<file path="src/rtl/rop_pkg.sv">
package rop_pkg;

    typedef enum logic {
        MODE_LENGTH = 1'b0,
        MODE_PACKET = 1'b1
    } score_mode_e;

    typedef enum logic [1:0] {
        STEP_HOLD = 2'd0,
        STEP_UP   = 2'd1,
        STEP_DOWN = 2'd2
    } score_step_e;

endpackage

</file>
<file path="src/rtl/rop_gap_tracker.sv">
module rop_gap_tracker #(
    parameter int CNT_W     = 4,
    parameter int SHORT_LEN = 6
) (
    input  logic             clk,
    input  logic             rst_n,
    input  logic             clear,
    input  logic             take,
    input  logic             pkt_mispredict,
    input  logic [CNT_W-1:0] pkt_retired,
    output logic             is_short
);
    localparam int LIM   = SHORT_LEN + 1;
    localparam int GAP_W = $clog2(LIM + 1);
    localparam int SUM_W = ((GAP_W > CNT_W) ? GAP_W : CNT_W) + 1;
    localparam logic [SUM_W-1:0] LIM_V   = SUM_W'(LIM);
    localparam logic [GAP_W-1:0] SHORT_V = GAP_W'(SHORT_LEN);

    typedef struct packed {
        logic [GAP_W-1:0] gap;
    } gap_state_t;

    gap_state_t       st_d, st_q;
    logic [SUM_W-1:0] sum;
    logic [GAP_W-1:0] len_sat;

    always_comb begin
        sum     = SUM_W'(st_q.gap) + SUM_W'(pkt_retired);
        len_sat = (sum > LIM_V) ? GAP_W'(LIM) : GAP_W'(sum);
        st_d    = st_q;
        if (clear) begin
            st_d.gap = '0;
        end else if (take) begin
            st_d.gap = pkt_mispredict ? '0 : len_sat;
        end
    end

    assign is_short = (len_sat <= SHORT_V);

    always_ff @(posedge clk or negedge rst_n) begin
        if (!rst_n) st_q <= '0;
        else        st_q <= st_d;
    end
endmodule

</file>
<file path="src/rtl/rop_pkt_history.sv">
module rop_pkt_history (
    input  logic clk,
    input  logic rst_n,
    input  logic clear,
    input  logic take,
    input  logic pkt_mispredict,
    output logic prev_mp
);
    typedef struct packed {
        logic last_mp;
    } hist_state_t;

    hist_state_t st_d, st_q;

    always_comb begin
        st_d = st_q;
        if (clear)      st_d.last_mp = 1'b0;
        else if (take)  st_d.last_mp = pkt_mispredict;
    end

    assign prev_mp = st_q.last_mp;

    always_ff @(posedge clk or negedge rst_n) begin
        if (!rst_n) st_q <= '0;
        else        st_q <= st_d;
    end
endmodule

</file>
<file path="src/rtl/rop_score_accum.sv">
module rop_score_accum
    import rop_pkg::*;
#(
    parameter int SCORE_W  = 32,
    parameter int ALARM_TH = 10,
    parameter int DEC_STEP = 2
) (
    input  logic               clk,
    input  logic               rst_n,
    input  logic               clear,
    input  score_step_e        step,
    output logic [SCORE_W-1:0] score,
    output logic [SCORE_W-1:0] score_max,
    output logic               alarm
);
    localparam logic [SCORE_W-1:0] TH_V   = SCORE_W'(ALARM_TH);
    localparam logic [SCORE_W-1:0] DEC_V  = SCORE_W'(DEC_STEP);
    localparam logic [SCORE_W-1:0] ONES_V = '1;

    typedef struct packed {
        logic [SCORE_W-1:0] score;
        logic [SCORE_W-1:0] peak;
        logic               alarm;
    } acc_state_t;

    acc_state_t st_d, st_q;

    always_comb begin
        st_d = st_q;
        if (clear) begin
            st_d = '0;
        end else begin
            unique case (step)
                STEP_UP:   st_d.score = (st_q.score == ONES_V) ? st_q.score : st_q.score + 1'b1;
                STEP_DOWN: st_d.score = (st_q.score < DEC_V) ? '0 : st_q.score - DEC_V;
                default:   st_d.score = st_q.score;
            endcase
            if (st_d.score > st_q.peak) st_d.peak = st_d.score;
            if (st_d.score >= TH_V)     st_d.alarm = 1'b1;
        end
    end

    assign score     = st_q.score;
    assign score_max = st_q.peak;
    assign alarm     = st_q.alarm;

    always_ff @(posedge clk or negedge rst_n) begin
        if (!rst_n) st_q <= '0;
        else        st_q <= st_d;
    end
endmodule

</file>
<file path="src/rtl/rop_chain_scorer.sv">
module rop_chain_scorer
    import rop_pkg::*;
#(
    parameter int SCORE_W   = 32,
    parameter int CNT_W     = 4,
    parameter int SHORT_LEN = 6,
    parameter int ALARM_TH  = 10
) (
    input  logic               clk,
    input  logic               rst_n,
    input  logic               pkt_valid,
    input  logic               pkt_mispredict,
    input  logic [CNT_W-1:0]   pkt_retired,
    input  logic               monitor_en,
    input  logic               clear,
    input  logic               mode_sel,
    output logic [SCORE_W-1:0] score,
    output logic [SCORE_W-1:0] score_max,
    output logic               alarm
);
    logic        take;
    logic        hit;
    logic        gap_short;
    logic        prev_mp;
    logic        chain_short;
    score_mode_e mode;
    score_step_e step_d;

    assign take = pkt_valid & monitor_en;
    assign hit  = take & pkt_mispredict;
    assign mode = score_mode_e'(mode_sel);

    rop_gap_tracker #(
        .CNT_W     (CNT_W),
        .SHORT_LEN (SHORT_LEN)
    ) u_gap (
        .clk            (clk),
        .rst_n          (rst_n),
        .clear          (clear),
        .take           (take),
        .pkt_mispredict (pkt_mispredict),
        .pkt_retired    (pkt_retired),
        .is_short       (gap_short)
    );

    rop_pkt_history u_hist (
        .clk            (clk),
        .rst_n          (rst_n),
        .clear          (clear),
        .take           (take),
        .pkt_mispredict (pkt_mispredict),
        .prev_mp        (prev_mp)
    );

    always_comb begin
        chain_short = (mode == MODE_PACKET) ? prev_mp : gap_short;
        step_d      = STEP_HOLD;
        if (hit) step_d = chain_short ? STEP_UP : STEP_DOWN;
    end

    rop_score_accum #(
        .SCORE_W  (SCORE_W),
        .ALARM_TH (ALARM_TH),
        .DEC_STEP (2)
    ) u_acc (
        .clk       (clk),
        .rst_n     (rst_n),
        .clear     (clear),
        .step      (step_d),
        .score     (score),
        .score_max (score_max),
        .alarm     (alarm)
    );
endmodule

</file>
<file path="config.mk">
export PLATFORM = sky130hd
export DESIGN_NAME = rop_chain_scorer
export DESIGN_NICKNAME = d
export VERILOG_FILES = /design/src/rtl/rop_pkg.sv /design/src/rtl/rop_gap_tracker.sv /design/src/rtl/rop_pkt_history.sv /design/src/rtl/rop_score_accum.sv /design/src/rtl/rop_chain_scorer.sv
export SDC_FILE = /design/constraint.sdc
export NUM_CORES = 1
export LEC_CHECK = 0
export CORE_MARGIN = 10
export CORE_UTILIZATION = 60
export DETAILED_ROUTE_END_ITERATION = 8
export HOLD_SLACK_MARGIN = 0.08
export PLACE_DENSITY = 0.95
export SLEW_MARGIN = 5
export SYNTH_ARGS = -nofsm -noshare
export SYNTH_HDL_FRONTEND = slang
export SYNTH_SLANG_ARGS = --single-unit
</file>
<file path="constraint.sdc">
create_clock -name clk -period 9.2 [get_ports clk]
set_clock_uncertainty 0.1 [all_clocks]
set_input_delay 1.38 -clock clk [delete_from_list [all_inputs] [get_ports clk]]
set_output_delay 1.38 -clock clk [all_outputs]
set_load 0.02 [all_outputs]
</file>
-- Word-level counts from Yosys, hierarchy flattened
Cells that the tools add are included.
- register bits: 69
- latch bits: 0
- bits in writable memories: 0
- bits in read-only memories: 0
- input bits: 11
- output and inout port bits: 65
- logic and storage cells: 37
- memories: 0
- add/sub/neg operators: 3
- $mul: 0
- div/mod/pow operators: 0
- magnitude comparators: 5
- equal/unequal tests: 3
- shift operators: 0
- mux-type cells: 16
- bitwise gates (word level): 2
- reductions and logical operators: 3
- operator list (cell ; count):
    32-bit two-way mux ; 4
    65-bit two-way mux ; 1
    32-bit case mux with 2 select lines ; 1
    32-bit by 1-bit adder with 32-bit output, second input constant ; 1
    32-bit equality test, second input constant ; 1
    32-bit by 4-bit greater-or-equal comparator with 1-bit output, second input constant ; 1
    32-bit > comparator ; 1
    32-bit by 2-bit < comparator with 1-bit output, second input constant ; 1
    32-bit by 2-bit subtractor with 32-bit output, second input constant ; 1
    3-bit two-way mux ; 4
    2-bit nonzero test ; 3
    3-bit by 4-bit adder with 5-bit output ; 1
    5-bit by 3-bit > comparator with 1-bit output, second input constant ; 1
    1-bit two-way mux ; 4
    2-bit two-way mux ; 2
    3-bit <= comparator, second input constant ; 1
    1-bit AND ; 2
    2-bit by 1-bit equality test with 1-bit output, second input constant ; 1
    2-bit equality test, second input constant ; 1

-- Logic depth before layout (Yosys ltp)
Gate-level depths: netlist of the first run.
- depth in word-level cells: 13
- depth in mapped cells: 24
- gate-level depth less buffers: 21

-- Hierarchy
From an unflattened synthesis of the first run, not the netlist that was laid out.
- cells, all modules: 751
- area, all modules: 6014.5 um^2
- modules (own cells, without submodules) (module ; instances ; cells each ; area each (um^2) ; seq. area each (um^2)):
    rop_score_accum ; 1 ; 713 ; 5660.4 ; 1626.6
    rop_gap_tracker ; 1 ; 30 ; 284.0 ; 75.1
    rop_pkt_history ; 1 ; 3 ; 38.8 ; 25.0
    rop_chain_scorer ; 1 ; 5 ; 31.3 ; 0.0

-- Worst setup path after synthesis of the first run
No wires, ideal clock.
- kind: input-to-reg
- start point: input pkt_retired[0]
- end point: register u_acc.st_q, in the netlist u_acc.score_max[12]
- library setup time: 0.132 ns
- arrival: 6.029 ns
- required time: 8.968 ns
- slack: 2.939 ns
- cell stages on the path: 22
- buffers on the path: 3
- cell sequence: ha_1 -> fa_1 -> xor2_1 -> a311o_1 -> o21ai_2 -> clkbuf_1 -> buf_2 -> o311a_1 -> a31oi_1 -> o31ai_1 -> ha_1 -> a21o_1 -> a21o_1 -> a21oi_1 -> o21ai_0 -> a21o_1 -> a21oi_1 -> o21a_1 -> o21ai_1 -> clkbuf_1 -> mux2i_1 -> nor2_1
- cells in the longest elaborated chain, start to end: 12
- elaborated cells on any way between the ends: 15
- classes of those cells: 1 x add/sub; 3 x order compare; 2 x eq/ne; 8 x mux; 1 x reduce/logical
- RTL lines (item ; RTL line ; RTL):
    start: declaration ; rop_chain_scorer.sv:13 ; input logic [CNT_W-1:0] pkt_retired,
    3-bit by 4-bit adder with 5-bit output (*) ; rop_gap_tracker.sv:28 ; sum = SUM_W'(st_q.gap) + SUM_W'(pkt_retired);
    5-bit by 3-bit > comparator with 1-bit output ; rop_gap_tracker.sv:29 ; len_sat = (sum > LIM_V) ? GAP_W'(LIM) : GAP_W'(sum);
    3-bit two-way mux (*) ; rop_gap_tracker.sv:29 ;
    3-bit <= comparator (*) ; rop_gap_tracker.sv:38 ; assign is_short = (len_sat <= SHORT_V);
    1-bit two-way mux (*) ; rop_chain_scorer.sv:56 ; chain_short = (mode == MODE_PACKET) ? prev_mp : gap_short;
    2-bit two-way mux (*) (2 in a row) ; rop_chain_scorer.sv:58 ; if (hit) step_d = chain_short ? STEP_UP : STEP_DOWN;
    2-bit equality test or 2-bit by 1-bit equality test with 1-bit output (tied branches) ; rop_score_accum.sv:33 ; unique case (step)
    32-bit case mux with 2 select lines (*) ; rop_score_accum.sv:33 ;
    32-bit two-way mux (*) ; rop_score_accum.sv:30 ; if (clear) begin
    32-bit > comparator or 32-bit two-way mux (tied branches) ; rop_score_accum.sv:38 ; if (st_d.score > st_q.peak) st_d.peak = st_d.score;
    2-bit nonzero test (no line) or 65-bit two-way mux (tied branches) ; n/a ;
    end signal: assignment ; rop_score_accum.sv:49 ; else st_q <= st_d;
    end: declaration ; rop_score_accum.sv:26 ; acc_state_t st_d, st_q;
Mark *: on every way between the ends. The rest lies on a longest branch, timed or not. The select of a mux whose other input is x is not followed.
A chain may end at the register's enable or synchronous reset.

-- Final worst setup path of the first run
- start point: input pkt_retired[0]
- end point: register u_acc.st_q, in the netlist u_acc.score_max[14]
The elaborated chain is that of the path after synthesis.

==> results of run 1 <==
==> cell usage in the layout, fill, tap and decap left out, types with 4 or more instances in the layout <==
master and n:
clkdlybuf4s50_1 73, dfrtp_1 69, nor2_1 63, a21oi_1 38
inv_1 38, ha_1 38, nor2b_1 31, mux2i_1 31
nand2_1 27, nor3_1 25, nand3_1 21, o21ai_0 20
nand4_1 15, and3_1 14, nor4_1 13, a21o_1 10
clkbuf_8 9, and4_1 8, and2_1 7, o21a_1 5
a221oi_1 5, or4_1 5, a211oi_1 5, o22ai_1 5
nor4_2 4, a31oi_1 4, a22oi_1 4, buf_4 4
==> worst max-delay path by stage <==
| stage | depth (start not counted) | start | end |
|---|---|---|---|
| after floorplan | 22 | pkt_retired[0] | u_acc.score_max[12]$_DFFE_PN0P_ |
| after global placement | 19 | pkt_retired[0] | u_acc.score_max[13]$_DFFE_PN0P_ |
| after detailed placement | 19 | pkt_retired[0] | u_acc.score_max[29]$_DFFE_PN0P_ |
| after CTS | 19 | pkt_retired[0] | u_acc.score_max[14]$_DFFE_PN0P_ |
| after global routing | 21 | pkt_retired[0] | u_acc.score_max[14]$_DFFE_PN0P_ |
| final | 19 | pkt_retired[0] | u_acc.score_max[14]$_DFFE_PN0P_ |
==> kinds of logic after synthesis <==
| kind of cell | after synthesis | synth area share |
|---|---|---|
| AO/OA/AOI/OAI | 135 | 0.175 |
| XOR/XNOR | 1 | 0.00169 |
| adder cells (fa/ha/maj) | 39 | 0.0956 |
| multiplexers | 33 | 0.0642 |
| flip-flops | 69 | 0.333 |
| buffers and inverters | 68 | 0.0545 |
| AND/OR/NAND/NOR | 254 | 0.276 |
==> per-stage QoR <==
| step | setup WS [ns] | hold slack, ns | instances | util |
|---|---|---|---|---|
| after floorplan | 2.94 | 0.387 | 599 | - |
| after global placement | 1.74 | 0.406 | 753 | 0.718 |
| after detailed placement | 1.55 | 0.426 | 753 | 0.718 |
| after CTS | 1.85 | 0.443 | 769 | 0.744 |
| after global routing | 1.43 | 0.468 | 769 | 0.744 |
| final | 1.70 | 0.437 | 769 | 0.744 |
==> state kept, by name (all words and copies together) (netlist names) <==
name             cells
u_acc.alarm          1
u_acc.score_max     32
u_acc.score         32
u_hist.prev_mp       1
u_gap.st_q           3
==> critical path: stages <==
cell             delay, ns
clkdlybuf4s50_1       0.47
ha_1                  0.20
fa_1                  0.22
nand3b_1              0.13
a2bb2oi_1             0.47
o21a_1                0.76
nand4_1               0.36
or2_2                 0.40
or4_1                 0.45
o21a_1                0.21
o21ai_1               0.33
ha_1                  0.21
nand4_1               0.16
nor4_1                0.46
nand2_1               0.17
o21ai_4               0.40
buf_4                 0.46
nor2_1                0.10
a211oi_1              0.30
==> area by class of cell <==
type / count / area (um^2)
Tap cell: 105 / 131
Sequential cell: 69 / 1730
Timing Repair Buffer: 79 / 771
Multi-Input combinational cell: 462 / 3190
Fill cell: 591 / 2130
Inverter: 38 / 143
Clock buffer: 10 / 128
Clock inverter: 6 / 87.6
==> Yosys cell counts (all sizes together), types with 5 or more instances <==
cell type / count
nor3: 27
o21ai: 24
a21o: 10
and4: 9
mux2i: 31
and3: 14
nand3: 22
nor2b: 31
nor4: 18
and2: 7
clkbuf: 17
o22ai: 5
ha: 38
nand4: 15
a221oi: 6
o21a: 5
buf: 13
or4: 7
dfrtp: 69
nand2: 27
a211oi: 5
a21oi: 38
inv: 38
nor2: 64
==> routing by layer <==
layer  track usage  wire length (um)  part of all wire
met1         0.290              6160              0.38
met2         0.404              7880              0.48
met3        0.0671              1740              0.11
met4         0.127               521             0.032
met5             0                 0                 0
==> key figures, run 1 <==
Status
  – Run status: finished, final reports clean

Layout
  – Antenna Cells: 0
  – Cell area after layout: 0.00617 mm^2
  – Layout cell share with drive strength beyond 1: 0.0633
  – Area Overhead vs Synth: 19.1%
  – Nets: 709

Critical path
  – CP Class: primary input to flip-flop
  – Reg2reg path depth: 18
  – R2R Setup Slk: approximately 2.8 ns
  – R2R Path Start: u_gap.st_q[0]$_DFFE_PN0P_
  – Crit path max fanout: 24
  – Worst r2r dst: u_acc.score_max[14]$_DFFE_PN0P_
  – Crit path DAT: about 7.7 ns
  – Critical path endpoint category: flip-flop
  – CP required: about 9.3 ns
  – Startpoint types: primary input

Synthesis
  – Syn nets: approximately 650
  – Yosys warnings: 0
  – Yosys cell types: 71
  – Number of synthesized flops with an enable pin: 0
  – Synthesized flop and latch total: slightly below 70
  – Yosys top cell by area: dfrtp_1
  – Top cells by area, synth: dfrtp_1 33%, ha_1 9.2%, mux2i_1 6.0%
  – Async SR Flop Fraction: 1.00
  – Avg Cell Area, Syn: between 8 and 9 um^2
  – Synth top area share: 0.333
  – Register area share after synthesis: 0.333
  – Synth Instances: 599
  – Ys flop type: dfrtp_1
  – Cell area after synthesis: between 0.005 and 0.006 mm^2

Detailed routing
  – DR iter-0 viols: roughly 710
  – Post-route ant nets: 0
  – Via-per-instance ratio: 6.78
  – Vias post-DR: ~5.2k
  – DRC: 0
  – Final wirelength: about 16000 um
  – DR WL/cell: 21.2 um
  – DRT Pass-1 Iters: 5

Clocking
  – Clock Tree Buf Depth: 2
  – CTS tree: yes
  – Clk Tree Root Cell: clkbuf_8
  – # hold bufs at CTS: 0
  – Post-cts resize count: 0
  – CTS H-tree lvls: 3
  – Clk sinks: 69
  – Setup Buffers After CTS: 0
  – TritonCTS Buffers: 9
  – Worst-path clk slew: 0.08 ns
  – Worst skew pair latency: 0.37 ns

Floorplan
  – Starting density of the core: 0.625
  – Die area: around 0.013 mm^2
  – Std cell rows: 33
  – Core area: 0.00830 mm^2
  – Die width: around 110 um
  – I/O Pins: 76
  – Die Span Y: roughly 110 um

Placement
  – Placed Area: a little under 0.006 mm^2
  – Detailed placement HPWL: approximately 12000 um
  – RD Place Congestion: 0.919
  – Port bufs: 75

Global route
  – Vias in the first global route: 5213
  – First-pass GRT wire length: between 20000 and 30000 um
  – Total track usage: 0.247
  – Initial antenna violation count: 0
  – Largest net degree at the start of global routing: 70
  – GRT overflow: 0

Min path
  – Hold path startpoint: u_gap.st_q[2]$_DFFE_PN0P_
  – Worst Hold Class: flip-flop to flip-flop
  – Min-Delay Path Depth: 2
  – Hold Path End: u_gap.st_q[2]$_DFFE_PN0P_

STA
  – Least-Margin Pin Slew: around 1.3 ns
  – Relative slew slack: 0.136
  – Final min period: between 7 and 8 ns
  – Final hold vios: 0
  – Final setup fails: 0
  – Final Cycle Share: 0.816
  – RSZ-0062 raised after global routing: no
  – Final slew viol count: 0
  – Fmax: between 100 and 150 MHz
  – Setup total negative slack: 0 ns

Run
  – Maxcap violations: 0
Power of run 1 is left out: the tool's default activity adds up to more than one toggle a clock period on the data nets, which glitch-free logic cannot reach.
==> run 2, diff against run 1 <==
--- a/config.mk
+++ b/config.mk
@@ -6,10 +6,10 @@
 export NUM_CORES = 1
 export LEC_CHECK = 0
 export CORE_MARGIN = 10
-export CORE_UTILIZATION = 60
+export CORE_UTILIZATION = 50
 export DETAILED_ROUTE_END_ITERATION = 8
 export HOLD_SLACK_MARGIN = 0.08
-export PLACE_DENSITY = 0.95
+export PLACE_DENSITY = 0.88
 export SLEW_MARGIN = 5
 export SYNTH_ARGS = -nofsm -noshare
 export SYNTH_HDL_FRONTEND = slang
==> constraint.sdc (replaced) <==
create_clock -name clk -period 6.2 [get_ports clk]
set_clock_uncertainty 0.1 [all_clocks]
set_input_delay 0.93 -clock clk [delete_from_list [all_inputs] [get_ports clk]]
set_output_delay 0.93 -clock clk [all_outputs]
set_load 0.02 [all_outputs]
==> run 2 against run 1 <==
Die area rose by 16%; clock-buffer cell count is 1 higher; register-to-register slack worse by 1.8 ns; highest routed layer unchanged.
==> key figures, run 2 (same netlist as run 1, synthesis figures left out) <==
Global route
  – Total track usage: 0.220
  – First-pass GRT wire length: approximately 27000 um
  – Vias in the first global route: ~5.1k
  – GRT overflow: 0
  – Largest net degree at the start of global routing: 70
  – Initial antenna violation count: 0

STA
  – Fmax: between 150 and 200 MHz
  – Final slew viol count: 0
  – Relative slew slack: 0.150
  – Least-Margin Pin Slew: roughly 1.3 ns
  – Final hold vios: 0
  – Final setup fails: 0
  – Final Cycle Share: 0.945
  – RSZ-0062 raised after global routing: no
  – Setup ws final: 0.340 ns
  – Final min period: just under 6 ns

Clocking
  – Clock Tree Buf Depth: 2
  – Clk sinks: 69
  – Setup Buffers After CTS: 0
  – TritonCTS Buffers: 9
  – Worst-path clk slew: approximately 0.080 ns
  – Worst skew pair latency: around 0.37 ns
  – Clk Tree Root Cell: clkbuf_8
  – CTS H-tree lvls: 3
  – CTS tree: yes
  – # hold bufs at CTS: 0

Critical path
  – R2R Path Start: u_gap.st_q[0]$_DFFE_PN0P_
  – Top Family by Delay on Critical Path: simple AND/OR/NAND/NOR gates
  – Startpoint types: primary input
  – Critical path endpoint category: flip-flop
  – CP Class: primary input to flip-flop
  – Worst path max stage delay: between 0.4 and 0.5 ns
  – Buf/Inv on CP: 2
  – Critical-path cell list: clkdlybuf4s50_1 -> ha_1 -> fa_1 -> xor2_1 -> a311o_1 -> o21a_1 -> nand4_1 -> or2_2 -> or4_1 -> o21a_1 -> o21ai_1 -> ha_1 -> nand4_1 -> nor4_2 -> nand3_1 -> o21ai_0 -> o21ai_4 -> buf_12 -> mux2i_1 -> nor2_1
  – Setup crit start: pkt_retired[0]
  – Crit path DAT: slightly below 6 ns
  – R2R Setup Slk: ~0.93 ns
  – CP required: ~6.3 ns
  – Worst path slowest cell: nor4_2
  – Crit path max fanout: 24

Layout
  – Fill count: approximately 830
  – Area Overhead vs Synth: 24.0%
  – Util after Layout: 0.628
  – Antenna Cells: 0
  – Nets: about 740
  – Layout cell share with drive strength beyond 1: 0.0986
  – Most frequent cells in the layout: 73 x clkdlybuf4s50_1, 69 x dfrtp_1, 63 x nor2_1
  – Most common cell after layout, fill and taps aside: clkdlybuf4s50_1

Floorplan
  – Core area: about 0.010 mm^2
  – Die width: approximately 120 um
  – I/O Pins: between 70 and 80
  – Starting density of the core: 0.507
  – Std cell rows: 37
  – Die Span Y: 122 um
  – Die area: roughly 0.015 mm^2

Min path
  – Worst Hold Class: flip-flop to flip-flop
  – Hold path startpoint: u_gap.st_q[2]$_DFFE_PN0P_

Detailed routing
  – Top Layer Used: met4
  – DRC: 0
  – Post-route ant nets: 0
  – Vias post-DR: about 5k
  – DRT Pass-1 Iters: 5
  – DR WL/cell: 19.8 um
  – Via-per-instance ratio: 6.23
  – Routed wl met3: between 1000 and 1500 um
  – WL met1: approximately 7000 um
  – DR iter-0 viols: 400
  – Met2 WL post-DR: approximately 7900 um
  – Final wirelength: ~16000 um

Status
  – Run status: finished, final reports clean

Placement
  – Setup slack at placement: -0.0724 ns
  – Detailed placement HPWL: approximately 12000 um
  – Port bufs: 75
  – RD Place Congestion: 0.923

Run
  – Maxcap violations: 0
## run 2: worst paths after layout
check / endpoint / cells past startpoint
setup / recovery: u_acc.score_max[20]$_DFFE_PN0P_ / 20
hold / removal: u_gap.st_q[2]$_DFFE_PN0P_ / 2
setup reg to reg: u_acc.score_max[20]$_DFFE_PN0P_ / 19
hold reg to reg: u_gap.st_q[2]$_DFFE_PN0P_ / 2
max in group asynchronous: u_acc.score[2]$_DFF_PN0_ / 2
min in group asynchronous: u_acc.score_max[5]$_DFFE_PN0P_ / 2
## run 2: layout make-up
| type | instances | area (um^2) | area share |
|---|---|---|---|
| Clock buffer | 11 | 131 | 0.0204 |
| Timing Repair Buffer | 105 | 978 | 0.152 |
| Tap cell | 136 | 170 | 0.0265 |
| Multi-Input combinational cell | 462 | 3190 | 0.497 |
| Inverter | 38 | 143 | 0.0222 |
| Clock inverter | 5 | 85.1 | 0.0132 |
| Sequential cell | 69 | 1730 | 0.269 |
## run 2: worst register-to-register path, cell delays in order (launching register included)
cell and delay, ns:
dfrtp_1 0.40, ha_1 0.23, fa_1 0.41, xor2_1 0.21
a311o_1 0.27, o21a_1 0.27, nand4_1 0.25, or2_2 0.37
or4_1 0.44, o21a_1 0.20, o21ai_1 0.20, ha_1 0.18
nand4_1 0.18, nor4_2 0.48, nand3_1 0.16, o21ai_0 0.18
o21ai_4 0.12, buf_12 0.19, mux2i_1 0.22, nor2_1 0.06
## run 2: repair_timing
item                                   4_1_cts  5_1_grt
gates resized for setup                      0        1
setup endpoints to repair                    0       29
endpoints found under the hold margin        0        0
## run 2: per-layer routing
layer,global-route usage,vias to the layer above
met5,0,-
met3,0.0426,23
met1,0.290,2516
li1,-,2388
met4,0.0633,0
met2,0.360,222
## run 2: per-stage QoR
| step | area [um^2] | hold WS (ns) | cells | TNS, ns |
|---|---|---|---|---|
| after floorplan | 5180 | 0.387 | 599 | 0 |
| after global placement | 6200 | 0.415 | 810 | 0 |
| after detailed placement | 6200 | 0.420 | 810 | -1.07 |
| after CTS | 6420 | 0.436 | 826 | 0 |
| after global routing | 6430 | 0.477 | 826 | 0 |
| final | 6430 | 0.433 | 826 | 0 |
Power of run 2 is left out for the same reason.
